$ cat config.mk
export PLATFORM = sky130hd
export DESIGN_NAME = eoi_coalesce_tracker
export DESIGN_NICKNAME = d
export VERILOG_FILES = /design/src/rtl/eoi_trk_pkg.sv /design/src/rtl/eoi_op_decode.sv /design/src/rtl/eoi_dest_slot.sv /design/src/rtl/eoi_coalesce_tracker.sv
export SDC_FILE = /design/constraint.sdc
export NUM_CORES = 1
export LEC_CHECK = 0
export CAP_MARGIN = 20
export CORE_MARGIN = 3
export CORE_UTILIZATION = 55
export CTS_CLUSTER_SIZE = 8
export DETAILED_ROUTE_END_ITERATION = 16
export GPL_TIMING_DRIVEN = 0
export HOLD_SLACK_MARGIN = 0.12
export PLACE_DENSITY = 0.79
export SYNTH_ARGS = -nofsm -noshare
export SYNTH_HDL_FRONTEND = slang
export SYNTH_SLANG_ARGS = --single-unit
$ cat constraint.sdc
create_clock -name clk -period 9.5 [get_ports clk]
set_input_delay 2.85 -clock clk [delete_from_list [all_inputs] [get_ports clk]]
set_output_delay 2.85 -clock clk [all_outputs]
set_load 0.02 [all_outputs]
$ cat src/rtl/eoi_trk_pkg.sv
package eoi_trk_pkg;

  typedef enum logic [2:0] {
    OP_IDLE      = 3'd0,
    OP_DELIVER   = 3'd1,
    OP_FAIL      = 3'd2,
    OP_REBUILD   = 3'd3,
    OP_EOI       = 3'd4,
    OP_UNDERFLOW = 3'd5
  } trk_op_e;

  function automatic int unsigned ones_in(input logic [63:0] v, input int unsigned n);
    int unsigned c;
    c = 0;
    for (int unsigned i = 0; i < n; i++) begin
      if (v[i]) c++;
    end
    return c;
  endfunction

endpackage

$ cat src/rtl/eoi_op_decode.sv
module eoi_op_decode
  import eoi_trk_pkg::*;
#(
  parameter int NUM_DEST = 8,
  parameter int VEC_W    = 8,
  parameter int ID_W     = 4,
  localparam int IDX_W   = (NUM_DEST > 1) ? $clog2(NUM_DEST) : 1
) (
  input  logic                            dlv_valid,
  input  logic                            dlv_ok,
  input  logic                            rb_req,
  input  logic                            eoi_valid,
  input  logic [ID_W-1:0]                 eoi_dest,
  input  logic [VEC_W-1:0]                eoi_vec,
  input  logic [NUM_DEST-1:0]             trk_bits,
  input  logic [NUM_DEST-1:0][VEC_W-1:0]  trk_vecs,
  input  logic                            count_zero,
  output trk_op_e                         op,
  output logic [NUM_DEST-1:0]             eoi_sel
);

  logic             in_range;
  logic [IDX_W-1:0] idx;
  logic             hit;

  always_comb begin
    in_range = (int'(eoi_dest) < NUM_DEST);
    idx      = eoi_dest[IDX_W-1:0];
    hit      = 1'b0;
    if (in_range) begin
      hit = trk_bits[idx] && (trk_vecs[idx] == eoi_vec);
    end
  end

  always_comb begin
    eoi_sel = '0;
    if (in_range) eoi_sel[idx] = 1'b1;
  end

  always_comb begin
    if (dlv_valid) begin
      op = dlv_ok ? OP_DELIVER : OP_FAIL;
    end else if (rb_req) begin
      op = OP_REBUILD;
    end else if (eoi_valid && hit) begin
      op = count_zero ? OP_UNDERFLOW : OP_EOI;
    end else begin
      op = OP_IDLE;
    end
  end

endmodule

$ cat src/rtl/eoi_dest_slot.sv
module eoi_dest_slot
  import eoi_trk_pkg::*;
#(
  parameter int VEC_W = 8
) (
  input  logic             clk,
  input  logic             rst_n,
  input  trk_op_e          op,
  input  logic             dlv_bit,
  input  logic [VEC_W-1:0] dlv_vec,
  input  logic             pend_bit,
  input  logic [VEC_W-1:0] rb_vec,
  input  logic             eoi_sel,
  output logic             bit_q,
  output logic [VEC_W-1:0] vec_q
);

  always_ff @(posedge clk) begin
    if (!rst_n) begin
      bit_q <= 1'b0;
      vec_q <= '0;
    end else begin
      unique case (op)
        OP_DELIVER, OP_FAIL: begin
          bit_q <= dlv_bit;
          if (dlv_bit) vec_q <= dlv_vec;
        end
        OP_REBUILD: begin
          bit_q <= pend_bit;
          if (pend_bit && !bit_q) vec_q <= rb_vec;
        end
        OP_UNDERFLOW: begin
          bit_q <= pend_bit;
          if (pend_bit) vec_q <= rb_vec;
        end
        OP_EOI: begin
          if (eoi_sel) bit_q <= 1'b0;
        end
        default: ;
      endcase
    end
  end

  assert_eoi_clears_R5: assert property (@(posedge clk) disable iff (!rst_n)
    (op == OP_EOI && eoi_sel) |=> !bit_q);

  assert_rebuild_keeps_vec_R7: assert property (@(posedge clk) disable iff (!rst_n)
    (op == OP_REBUILD && bit_q && pend_bit) |=> $stable(vec_q));

endmodule

$ cat src/rtl/eoi_coalesce_tracker.sv
module eoi_coalesce_tracker
  import eoi_trk_pkg::*;
#(
  parameter int NUM_DEST = 8,
  parameter int VEC_W    = 8,
  parameter int ID_W     = 4,
  localparam int CNT_W   = $clog2(NUM_DEST + 1)
) (
  input  logic                clk,
  input  logic                rst_n,
  input  logic                edge_req,
  output logic                edge_allow,
  output logic                edge_coalesced,
  input  logic                dlv_valid,
  input  logic                dlv_ok,
  input  logic [NUM_DEST-1:0] dlv_map,
  input  logic [VEC_W-1:0]    dlv_vec,
  input  logic                eoi_valid,
  input  logic [ID_W-1:0]     eoi_dest,
  input  logic [VEC_W-1:0]    eoi_vec,
  input  logic                rb_req,
  input  logic [NUM_DEST-1:0] pend_map,
  input  logic [VEC_W-1:0]    rb_vec,
  output logic [CNT_W-1:0]    out_count
);

  trk_op_e                       op;
  logic [NUM_DEST-1:0]           trk_bits;
  logic [NUM_DEST-1:0][VEC_W-1:0] trk_vecs;
  logic [NUM_DEST-1:0]           eoi_sel;
  logic [CNT_W-1:0]              cnt_q;
  logic [CNT_W-1:0]              dlv_ones;
  logic [CNT_W-1:0]              pend_ones;
  logic [63:0]                   dlv_wide;
  logic [63:0]                   pend_wide;

  eoi_op_decode #(
    .NUM_DEST(NUM_DEST), .VEC_W(VEC_W), .ID_W(ID_W)
  ) u_dec (
    .dlv_valid (dlv_valid),
    .dlv_ok    (dlv_ok),
    .rb_req    (rb_req),
    .eoi_valid (eoi_valid),
    .eoi_dest  (eoi_dest),
    .eoi_vec   (eoi_vec),
    .trk_bits  (trk_bits),
    .trk_vecs  (trk_vecs),
    .count_zero(cnt_q == '0),
    .op        (op),
    .eoi_sel   (eoi_sel)
  );

  for (genvar g = 0; g < NUM_DEST; g++) begin : g_slot
    eoi_dest_slot #(.VEC_W(VEC_W)) u_slot (
      .clk     (clk),
      .rst_n   (rst_n),
      .op      (op),
      .dlv_bit (dlv_map[g]),
      .dlv_vec (dlv_vec),
      .pend_bit(pend_map[g]),
      .rb_vec  (rb_vec),
      .eoi_sel (eoi_sel[g]),
      .bit_q   (trk_bits[g]),
      .vec_q   (trk_vecs[g])
    );
  end

  always_comb begin
    dlv_wide  = '0;
    pend_wide = '0;
    dlv_wide[NUM_DEST-1:0]  = dlv_map;
    pend_wide[NUM_DEST-1:0] = pend_map;
    dlv_ones  = CNT_W'(ones_in(dlv_wide, NUM_DEST));
    pend_ones = CNT_W'(ones_in(pend_wide, NUM_DEST));
  end

  always_ff @(posedge clk) begin
    if (!rst_n) begin
      cnt_q <= '0;
    end else begin
      unique case (op)
        OP_DELIVER:              cnt_q <= dlv_ones;
        OP_FAIL:                 cnt_q <= '0;
        OP_REBUILD, OP_UNDERFLOW: cnt_q <= pend_ones;
        OP_EOI:                  cnt_q <= cnt_q - 1'b1;
        default: ;
      endcase
    end
  end

  assign edge_allow     = edge_req && (cnt_q == '0);
  assign edge_coalesced = edge_req && (cnt_q != '0);
  assign out_count      = cnt_q;

  assert_excl_R1: assert property (@(posedge clk) disable iff (!rst_n)
    !(edge_allow && edge_coalesced));

  assert_count_range_R11: assert property (@(posedge clk) disable iff (!rst_n)
    out_count <= CNT_W'(NUM_DEST));

  assert_fail_zero_R4: assert property (@(posedge clk) disable iff (!rst_n)
    (dlv_valid && !dlv_ok) |=> (out_count == '0));

  assert_eoi_step_R5: assert property (@(posedge clk) disable iff (!rst_n)
    (!dlv_valid && !rb_req && (out_count != '0)) |=>
      (out_count == $past(out_count)) || (out_count == $past(out_count) - 1'b1));

  assert_idle_hold_R10: assert property (@(posedge clk) disable iff (!rst_n)
    (!dlv_valid && !rb_req && !eoi_valid) |=> $stable(out_count));

endmodule

==> results.yml <==
power_and_ir_drop:
  combPwrFrac_pct: 36.7
  internal-power_mw: 0.617
  peakVddDrop_mv: 0.121
  p_leak_nw: 2.14
  seq_power_share_pct: 39.5
  switching_share_pct: 35.4
  power_density_nw_per_um2: 173
  p_switching_mw: 0.338
  power_frac_clock_pct: 23.8
clock_tree:
  ctsHoldBuffers: 0
  clk_pin_slew_ns: 0.07
  tritoncts: "built"
  cts_sinks: 76
  ctsResizeCount: 0
  htree_levels: 3
  ctsLongestPathBuffers: 2
  clk_latency_ns: 0.36
  cts_setup_buffers: 0
  clockRootBuffer: "clkbuf_8"
  cts_buffers: 9
min_path:
  hold_depth: 2
  min_path_type: "reg2reg"
drt:
  drt-total-wl_mm: 13.7
  drt_iter0_drc: 507
  ant_nets: 0
  viasPerCell: 6.50
  vias: 4455
  dr.pass1.iters: 5
  drc: 0
  routedWlPerCell_um: 20.0
grt:
  grt_pass1_vias: 4423
  antenna_found_initial: 0
  grt_use_total_pct: 28.3
  grt_max_degree: 14
  overflow: 0
  grt_pass1_wl_mm: 22.0
synth:
  syn_nets: 583
  yosysMostFrequentCell: "a21oi_1"
  synthArstFlopShare_pct: 0
  synth_edf_count: 0
  netlist_area_um2: 4740
  synthTopCellsByArea: "dfxtp_1 (32%), a21oi_1 (9.4%), mux4_2 (7.1%)"
  ys.flop_type: "dfxtp_1"
  yosysSeqAreaShare_pct: 32.1
  yosys.area.top_type: "dfxtp_1"
  synth.distinct_cells: 49
  syn_area_per_cell_um2: 9.19
  yosysWarnings: 0
  synth_common_cells: "a21oi_1 (89), dfxtp_1 (76), o21ai_0 (67), o21ai_1 (29), xnor2_1 (24)"
  syn_inst: 516
  yosys.area.top_type_share_pct: 32.1
  ys_seq_elements: 76
worst_setup_path:
  end_kind: "output pin"
  start_kind: "primary input"
  arrival_ns: 4.08
  worst-r2r-cell-count: 9
  crit_required_ns: 6.65
  critPathKind: "in2out"
  cp_max_fo: 2
sta:
  finalSetupTns_ns: 0
  rsz0062_at_grt: "false"
  hold_viol: 0
  relSlewSlack_pct: 43.0
  maxSlewViolCount: 0
  fmax_ghz: 0.144
  fin_crit_sh_pct: 72.9
  worst_slew_pin_slew_ns: 0.856
  setup_viol: 0
  fin_crit_ns: 6.93
  fin_worst_skew_ns: 0.0126
status:
  outcome: "finished, final reports clean"
layout:
  stdcell_count: 685
  fillCellCount: 654
  finish.utilization_pct: 66.6
  area_delta_synth_final_pct: 16.6
  final_area_um2: 5530
  num-nets-final: 642
  drive_gt1_share_pct: 12.1
  diodes: 0
floorplanning:
  core-area_um2: 8300
  rows: 33
  initial_utilization_pct: 57.1
  die_width_um: 98.8
  num_io_pins: 57
  die_y_um: 98.8
  die_area_um2: 9770
placement:
  place_inst: 669
  dpl_cell_area_um2: 5350
  portBuffers: 48
  place_congestion: 0.937
  dp_hpwl_mm: 9.90
job:
  max-cap-violations: 0
metrics by stage:
stage | hold WS [ns] | total power [mW] | setup WS [ns]
3_3_place_gp | 0.503 | 0.711 | 2.43
4_1_cts | 0.529 | 0.948 | 2.57
5_1_grt | 0.556 | 1.00 | 2.45
6_report | 0.534 | 0.955 | 2.57
3_5_place_dp | 0.510 | 0.726 | 2.33
2_1_floorplan | 0.484 | 0.624 | 3.19
power groups by stage:
stage | clock (mW) | combinational, mW | sequential, mW
after floorplan | 0 | 0.246 | 0.378
after CTS | 0.226 | 0.347 | 0.376
after global placement | 0 | 0.331 | 0.380
after global routing | 0.239 | 0.381 | 0.380
final | 0.227 | 0.350 | 0.377
after detailed placement | 0 | 0.344 | 0.382
area by class of cell:
| class | instances | area, µm² | share of cell area (%) |
|---|---|---|---|
| inverters | 22 | 82.6 | 1.49 |
| clock inverters | 5 | 35.0 | 0.634 |
| plain buffers | 36 | 203 | 3.67 |
| clock buffers | 11 | 141 | 2.56 |
| well taps | 105 | 131 | 2.38 |
| flip-flops and latches | 76 | 1520 | 27.5 |
| multi-input cells | 382 | 2930 | 53.1 |
| repair buffers | 48 | 480 | 8.69 |
flip-flops by register name (all words and copies together) (netlist names):
register,cells
g_slot.u_slot.vec_q,64
g_slot.u_slot.bit_q,8
out_count,4
layer usage:
| metal | share of wire, % | vias to the layer above | global-route usage (%) |
|---|---|---|---|
| met1 | 38 | 2062 | 35.1 |
| met4 | 4.8 | 0 | 15.3 |
| met3 | 10 | 64 | 6.72 |
| li1 | - | 2016 | - |
| met2 | 46 | 313 | 45.2 |
| met5 | 0 | - | 0 |
layout by cell type (no fill, tap or decap), drive strengths merged, types with 3 or more instances in the layout:
| master | count |
|---|---|
| a21oi | 90 |
| a221oi | 8 |
| a31oi | 8 |
| buf | 18 |
| clkbuf | 29 |
| clkdlybuf4s50 | 48 |
| clkinv | 3 |
| dfxtp | 76 |
| ha | 16 |
| inv | 23 |
| mux2 | 4 |
| mux2i | 24 |
| mux4 | 15 |
| nand2 | 18 |
| nand2b | 5 |
| nand3 | 10 |
| nor2 | 11 |
| nor2b | 6 |
| nor3 | 6 |
| o21ai | 96 |
| o22a | 8 |
| xnor2 | 24 |
| xnor3 | 3 |
| xor2 | 7 |
| xor3 | 3 |
worst max-delay path, stage by stage:
cell and delay, ns:
clkdlybuf4s50_1 0.47, nor2b_1 0.14, clkdlybuf4s50_1 0.62
cells by family after synthesis:
group           count (synthesis)  synth area share (%)
buf+inv                        58                  6.02
fa+ha+maj                      16                  4.22
xor+xnor                       37                  8.66
flops                          76                  32.1
mux                            43                  13.8
compound gates                221                  27.9
simple gates                   65                  7.29
path summary, 6_finish.rpt:
check / startpoint / endpoint / slack [ns]
worst max register to register: out_count[0]$_SDFFE_PN0P_ / g_slot[2].u_slot.vec_q[3]$_SDFFE_PN0P_ / 6.27
worst min register to register: g_slot[1].u_slot.vec_q[4]$_SDFFE_PN0P_ / g_slot[1].u_slot.vec_q[4]$_SDFFE_PN0P_ / 0.53
worst min-delay path: g_slot[1].u_slot.vec_q[4]$_SDFFE_PN0P_ / g_slot[1].u_slot.vec_q[4]$_SDFFE_PN0P_ / 0.53
worst max-delay path: edge_req / edge_coalesced / 2.57
No activity file was read; power rests on OpenSTA's default activity.
